==> src/rtl/flash_cmd_pkg.sv <==
// Shared constants and types for the flash command decoder.
// Assumes command codes are eight bits wide and carried on the low data byte.
package flash_cmd_pkg;
    localparam int NUM_CMDS      = 11;
    localparam int C_RD_ARRAY    = 0;
    localparam int C_RD_ID       = 1;
    localparam int C_PROGRAM     = 2;
    localparam int C_CHIP_ERASE  = 3;
    localparam int C_SECT_ERASE  = 4;
    localparam int C_SUSPEND     = 5;
    localparam int C_RESUME      = 6;
    localparam int C_RD_STATUS   = 7;
    localparam int C_CLR_STATUS  = 8;
    localparam int C_SLEEP       = 9;
    localparam int C_ABORT       = 10;

    typedef logic [NUM_CMDS-1:0] cmd_vec_t;

    typedef enum logic [2:0] {
        SQ_IDLE,
        SQ_UNL1,
        SQ_UNL2,
        SQ_ERS_SETUP,
        SQ_ERS_UNL1,
        SQ_ERS_UNL2
    } seq_state_e;

    typedef enum logic [1:0] {
        RM_ARRAY  = 2'd0,
        RM_IDENT  = 2'd1,
        RM_STATUS = 2'd2
    } rd_mode_e;

    // Maps a third-cycle code to its one-hot command; unlisted codes give zero.
    function automatic cmd_vec_t short_code_hit(input logic [7:0] code);
        cmd_vec_t v;
        v = '0;
        case (code)
            8'hF0: v[C_RD_ARRAY]   = 1'b1;
            8'h90: v[C_RD_ID]      = 1'b1;
            8'hA0: v[C_PROGRAM]    = 1'b1;
            8'hB0: v[C_SUSPEND]    = 1'b1;
            8'hD0: v[C_RESUME]     = 1'b1;
            8'h70: v[C_RD_STATUS]  = 1'b1;
            8'h50: v[C_CLR_STATUS] = 1'b1;
            8'hC0: v[C_SLEEP]      = 1'b1;
            8'hE0: v[C_ABORT]      = 1'b1;
            default: v = '0;
        endcase
        return v;
    endfunction
endpackage

==> src/rtl/fcd_seq_tracker.sv <==
// Tracks progress through the unlock handshake, one step per strobed write.
// Emits a combinational one-hot hit in the cycle of the final write.
// Assumes the command address has already been cut down to its compared bits.
module fcd_seq_tracker
    import flash_cmd_pkg::*;
#(
    parameter int                  CMD_ADDR_W = 15,
    parameter logic [CMD_ADDR_W-1:0] UNLOCK_A = 15'h5555,
    parameter logic [CMD_ADDR_W-1:0] UNLOCK_B = 15'h2AAA
) (
    input  logic                  clk,
    input  logic                  rst_n,
    input  logic                  wr_en,
    input  logic [CMD_ADDR_W-1:0] cmd_addr,
    input  logic [7:0]            cmd_byte,
    output cmd_vec_t              raw_hit
);
    localparam logic [7:0] KEY_FIRST  = 8'hAA;
    localparam logic [7:0] KEY_SECOND = 8'h55;
    localparam logic [7:0] ERASE_SET  = 8'h80;
    localparam logic [7:0] SEL_CHIP   = 8'h10;
    localparam logic [7:0] SEL_SECTOR = 8'h30;

    seq_state_e state, state_nxt;
    logic at_a, at_b;

    assign at_a = (cmd_addr == UNLOCK_A);
    assign at_b = (cmd_addr == UNLOCK_B);

    // Next-state and hit decode for the current write.
    always_comb begin
        state_nxt = state;
        raw_hit   = '0;
        if (wr_en) begin
            state_nxt = SQ_IDLE;
            case (state)
                SQ_IDLE:
                    if (at_a && cmd_byte == KEY_FIRST) state_nxt = SQ_UNL1;
                SQ_UNL1:
                    if (at_b && cmd_byte == KEY_SECOND) state_nxt = SQ_UNL2;
                SQ_UNL2:
                    if (at_a) begin
                        if (cmd_byte == ERASE_SET) state_nxt = SQ_ERS_SETUP;
                        else raw_hit = short_code_hit(cmd_byte);
                    end
                SQ_ERS_SETUP:
                    if (at_a && cmd_byte == KEY_FIRST) state_nxt = SQ_ERS_UNL1;
                SQ_ERS_UNL1:
                    if (at_b && cmd_byte == KEY_SECOND) state_nxt = SQ_ERS_UNL2;
                SQ_ERS_UNL2: begin
                    if (at_a && cmd_byte == SEL_CHIP) raw_hit[C_CHIP_ERASE] = 1'b1;
                    else if (cmd_byte == SEL_SECTOR) raw_hit[C_SECT_ERASE] = 1'b1;
                end
                default: state_nxt = SQ_IDLE;
            endcase
        end
    end

    // Sequence state register.
    always_ff @(posedge clk) begin
        if (!rst_n) state <= SQ_IDLE;
        else        state <= state_nxt;
    end
endmodule

==> src/rtl/fcd_accept_filter.sv <==
// Masks decoded commands by the operation controller's state.
// Priority: suspended, then program running, then erase running, then idle.
// Purely combinational; assumes the state inputs are synchronous to clk.
module fcd_accept_filter
    import flash_cmd_pkg::*;
(
    input  logic     busy_pgm,
    input  logic     busy_erase,
    input  logic     suspended,
    input  cmd_vec_t raw_hit,
    output cmd_vec_t accepted
);
    localparam cmd_vec_t ONE = cmd_vec_t'(1);
    localparam cmd_vec_t MASK_SUSP = (ONE << C_RD_ARRAY) | (ONE << C_RD_STATUS)
                                   | (ONE << C_ABORT)    | (ONE << C_RESUME);
    localparam cmd_vec_t MASK_PGM  = (ONE << C_RD_STATUS);
    localparam cmd_vec_t MASK_ERS  = (ONE << C_RD_STATUS) | (ONE << C_SUSPEND);
    localparam cmd_vec_t MASK_IDLE = ~((ONE << C_SUSPEND) | (ONE << C_RESUME));

    cmd_vec_t allow;

    // Select the allowed set for the current operation state.
    always_comb begin
        if (suspended)       allow = MASK_SUSP;
        else if (busy_pgm)   allow = MASK_PGM;
        else if (busy_erase) allow = MASK_ERS;
        else                 allow = MASK_IDLE;
    end

    for (genvar i = 0; i < NUM_CMDS; i++) begin : g_gate
        assign accepted[i] = raw_hit[i] & allow[i];
    end
endmodule

==> src/rtl/fcd_read_mode.sv <==
// Holds the read-path selector, updated by accepted commands.
// Assumes at most one accepted command per cycle.
module fcd_read_mode
    import flash_cmd_pkg::*;
(
    input  logic     clk,
    input  logic     rst_n,
    input  cmd_vec_t accepted,
    output rd_mode_e mode
);
    logic to_status;

    assign to_status = accepted[C_RD_STATUS] | accepted[C_PROGRAM]
                     | accepted[C_CHIP_ERASE] | accepted[C_SECT_ERASE];

    // Read-path selector register.
    always_ff @(posedge clk) begin
        if (!rst_n)                  mode <= RM_ARRAY;
        else if (accepted[C_RD_ARRAY]) mode <= RM_ARRAY;
        else if (accepted[C_RD_ID])  mode <= RM_IDENT;
        else if (to_status)          mode <= RM_STATUS;
    end
endmodule

==> src/rtl/flash_cmd_decoder.sv <==
// Top of the flash command decoder: tracks unlock sequences, filters them by
// operation state, registers one-cycle command pulses and the read selector.
// Assumes wr_en is high for exactly one cycle per bus write.
module flash_cmd_decoder
    import flash_cmd_pkg::*;
#(
    parameter int ADDR_W     = 20,
    parameter int CMD_ADDR_W = 15,
    parameter int SECT_W     = 4
) (
    input  logic                clk,
    input  logic                rst_n,
    input  logic                wr_en,
    input  logic [ADDR_W-1:0]   wr_addr,
    input  logic [7:0]          cmd_byte,
    input  logic                busy_pgm,
    input  logic                busy_erase,
    input  logic                suspended,
    output logic [NUM_CMDS-1:0] cmd_pulse,
    output logic [ADDR_W-1:0]   erase_addr,
    output logic [1:0]          read_mode
);
    localparam int SECT_LSB = ADDR_W - SECT_W;

    cmd_vec_t raw_hit, accepted;
    rd_mode_e mode;

    fcd_seq_tracker #(
        .CMD_ADDR_W(CMD_ADDR_W),
        .UNLOCK_A  (CMD_ADDR_W'(15'h5555)),
        .UNLOCK_B  (CMD_ADDR_W'(15'h2AAA))
    ) u_track (
        .clk     (clk),
        .rst_n   (rst_n),
        .wr_en   (wr_en),
        .cmd_addr(wr_addr[CMD_ADDR_W-1:0]),
        .cmd_byte(cmd_byte),
        .raw_hit (raw_hit)
    );

    fcd_accept_filter u_filt (
        .busy_pgm  (busy_pgm),
        .busy_erase(busy_erase),
        .suspended (suspended),
        .raw_hit   (raw_hit),
        .accepted  (accepted)
    );

    fcd_read_mode u_mode (
        .clk     (clk),
        .rst_n   (rst_n),
        .accepted(accepted),
        .mode    (mode)
    );

    assign read_mode = mode;

    // Register the pulses and capture the sector erase address.
    always_ff @(posedge clk) begin
        if (!rst_n) begin
            cmd_pulse  <= '0;
            erase_addr <= '0;
        end else begin
            cmd_pulse <= accepted;
            if (accepted[C_SECT_ERASE]) erase_addr <= wr_addr;
        end
    end

    logic [SECT_W-1:0] unused_sector_view;
    assign unused_sector_view = erase_addr[SECT_LSB +: SECT_W];
endmodule

==> config.mk <==
export PLATFORM = sky130hd
export DESIGN_NAME = flash_cmd_decoder
export DESIGN_NICKNAME = d
export VERILOG_FILES = /design/src/rtl/flash_cmd_pkg.sv /design/src/rtl/fcd_seq_tracker.sv /design/src/rtl/fcd_accept_filter.sv /design/src/rtl/fcd_read_mode.sv /design/src/rtl/flash_cmd_decoder.sv
export SDC_FILE = /design/constraint.sdc
export NUM_CORES = 1
export LEC_CHECK = 0
export BUFFER_PORTS_ARGS = -buffer_cell sky130_fd_sc_hd__buf_2
export CELL_PAD_IN_SITES_DETAIL_PLACEMENT = 0
export CELL_PAD_IN_SITES_GLOBAL_PLACEMENT = 1
export CORE_UTILIZATION = 30
export CTS_CLUSTER_SIZE = 8
export DETAILED_ROUTE_END_ITERATION = 10
export GPL_TIMING_DRIVEN = 0
export PLACE_DENSITY_LB_ADDON = 0.1
export SLEW_MARGIN = 20
export SYNTH_ARGS = -nofsm -noshare
export SYNTH_HDL_FRONTEND = slang
export SYNTH_SLANG_ARGS = --single-unit
==> constraint.sdc <==
create_clock -name clk -period 2.7 [get_ports clk]
set_clock_uncertainty 0.1 [all_clocks]
set_input_delay 0.81 -clock clk [delete_from_list [all_inputs] [get_ports clk]]
set_output_delay 0.81 -clock clk [all_outputs]
set_load 0.005 [all_outputs]
==> impl_metrics.tcl <==
set metrics [dict create \
    nets 312 \
    status "complete, no violations" \
    slew_headroom 0.670 \
    cp-startpoint "cmd_byte[1]" \
    drtAntennaViolNets 0 \
    drv_slew 0 \
    clk_path_buf_depth 2 \
    cp-end-kind "flip-flop" \
    synthesis.area_per_instance_sq_um 8.16 \
    yosysWarnings 0 \
    htree_levels 2 \
    grt_pass1_vias 1600 \
    syn_nets 241 \
    path_max_fanout 5 \
    finalWorstSetupSlack_ns 0.146 \
    final_cell_mix "buf_2, nand2_1, dfxtp_1" \
    antenna_found_initial 0 \
    r2r_slack_ns 0.50 \
    worst_slew_pin_slew_ns 0.491 \
    min_period_ns 2.55 \
    area_growth_pct 30.7 \
    setup_viol 0 \
    dieArea_sq_um 5930 \
    preCtsSetupSlack_ns -0.249 \
    root_buffer "clkbuf_8" \
    maxCapViolations 0 \
    fillers 590 \
    path_class "primary input to flip-flop" \
    ys_ff_latch 36 \
    coreArea_sq_um 5270 \
    drive_gt1_frac 0.297 \
    netlist_instances 207 \
    route.vias.total 1728 \
    ys_seq_area_frac 0.427 \
    tritoncts "yes" \
    setup_tns_ns 0 \
    grt_max_degree 12 \
    grt_pass1_wl_um 7860 \
    hold_viol_final 0 \
    first_pass_iters 4 \
    num_rows 26 \
    layout_commonest_cell "buf_2" \
    port_buffers 64 \
    p_total_mw 1.02 \
    totalWireLength_um 4780 \
    vias_per_cell 4.95 \
    die_x_um 77.0 \
    place_hpwl_um 3670 \
    synth_edf_count 0 \
    grt_util_all_layers 0.169 \
    ir_worst_vdd_mv 0.184 \
    io_pins 67 \
    worstPathRequired_ns 2.82 \
    clkTransAtPathRegs_ns 0.07 \
    power.leakage_nw 0.863 \
    hp-start "erase_addr[6]" \
    fmax_mhz 392 \
    drc_errors 0 \
    cts_hold_buf 0 \
    start_util 0.321 \
    crit_arrival_ns 2.67 \
    dieHeight_um 77.0 \
    async_flop_share 0 \
    drt-initial-drc-count 80 \
    p_per_area_nw_per_um2 460 \
    cts_sinks 36 \
    rsz0062_at_grt "no" \
    finalCritPeriodShare 0.946 \
    synth_area_sq_um 1690 \
    hold_ws_ns 0.358 \
    numCtsBuffers 5 \
    final_cells 349 \
    antenna_cells 0 \
    cp-start-kind "primary input" \
    clk_latency_ns 0.29 \
    grt-ovfl-total 0 \
    reg2reg_from "u_track.state[2]" \
    synth-main-ff-cell "dfxtp_1" \
    min_path_type "flip-flop to flip-flop" \
    wl_per_cell_um 13.7 \
    gp_congestion 0.798 \
    ys_types 36 \
    dp_cells 341 \
]
==> final timing paths <==
| path | end | cells after the start |
|---|---|---|
| max | u_mode.mode[1] | 5 |
| max reg2reg | erase_addr[4] | 6 |
| min | erase_addr[6] | 2 |
| min reg2reg | erase_addr[6] | 2 |
==> cells in the mapped netlist, types with 2 or more instances <==
library cell | count | area, sq um
nand2_1 | 54 | 203
dfxtp_1 | 36 | 721
a21boi_0 | 20 | 150
clkbuf_1 | 9 | 33.8
nor2_1 | 9 | 33.8
nor4_1 | 8 | 50.1
nand3_1 | 7 | 35.0
nor3_1 | 7 | 35.0
nand4_1 | 6 | 37.5
nor3b_1 | 4 | 30.0
nor4bb_1 | 4 | 40.0
o21ai_0 | 4 | 20.0
and2_1 | 3 | 18.8
nand2b_1 | 3 | 18.8
nand4b_1 | 3 | 26.3
nor4b_1 | 3 | 26.3
or3_1 | 3 | 18.8
and3_1 | 2 | 12.5
and3b_1 | 2 | 17.5
buf_2 | 2 | 10.0
nor2b_1 | 2 | 12.5
or4_4 | 2 | 22.5
==> timing repair <==
| item | CTS | global route |
|---|---|---|
| endpoints found under the hold margin | 0 | 0 |
| setup endpoints to repair | 0 | 22 |
| buffers inserted | 0 | 0 |
| resized for setup | 0 | 3 |
==> final cells by class <==
type | count | area, sq um | area share
Buffer | 11 | 43.8 | 0.0198
Clock buffer | 6 | 82.6 | 0.0374
Clock inverter | 2 | 10.0 | 0.00453
Inverter | 1 | 3.75 | 0.00170
Multi-Input combinational cell | 159 | 940 | 0.425
Sequential cell | 36 | 721 | 0.326
Tap cell | 70 | 87.6 | 0.0397
Timing Repair Buffer | 64 | 320 | 0.145
==> registers in the layout (all words and copies together), names as in the netlist <==
register,count
erase_addr,20
cmd_pulse,11
u_track.state,3
u_mode.mode,2
==> layer usage <==
layer,up-vias,share of wire,GRT usage,routed length [um]
met5,-,0,0,0
met4,0,0.012,0.0566,59
met3,7,0.069,0.0536,332
met2,57,0.45,0.275,2180
met1,784,0.46,0.209,2210
li1,880,-,-,-
==> report_power, final <==
| group | internal [mW] | leakage [nW] | switching [mW] |
|---|---|---|---|
| clock network | 0.204 | 0.0510 | 0.199 |
| logic | 0.0346 | 0.522 | 0.0470 |
| registers | 0.530 | 0.290 | 0.000000000327 |
==> critical path: stages <==
cell	delay (ns)
buf_2	0.11
or4_4	0.57
or4_4	0.58
o311a_1	0.40
a211oi_2	0.20
==> kinds of logic after synthesis <==
| logic type | synth area share |
|---|---|
| flops | 0.427 |
| compound gates | 0.138 |
| buf+inv | 0.0281 |
| simple gates | 0.407 |
==> per-stage QoR <==
| stage | cell area (sq um) | utilization |
|---|---|---|
| 5_1_grt | 2210 | 0.419 |
| 2_1_floorplan | 1690 | - |
| 4_1_cts | 2190 | 0.415 |
| 3_3_place_gp | 2100 | 0.398 |
| 3_5_place_dp | 2100 | 0.398 |
| 6_report | 2210 | 0.419 |
(Power assumes the default switching activity.)
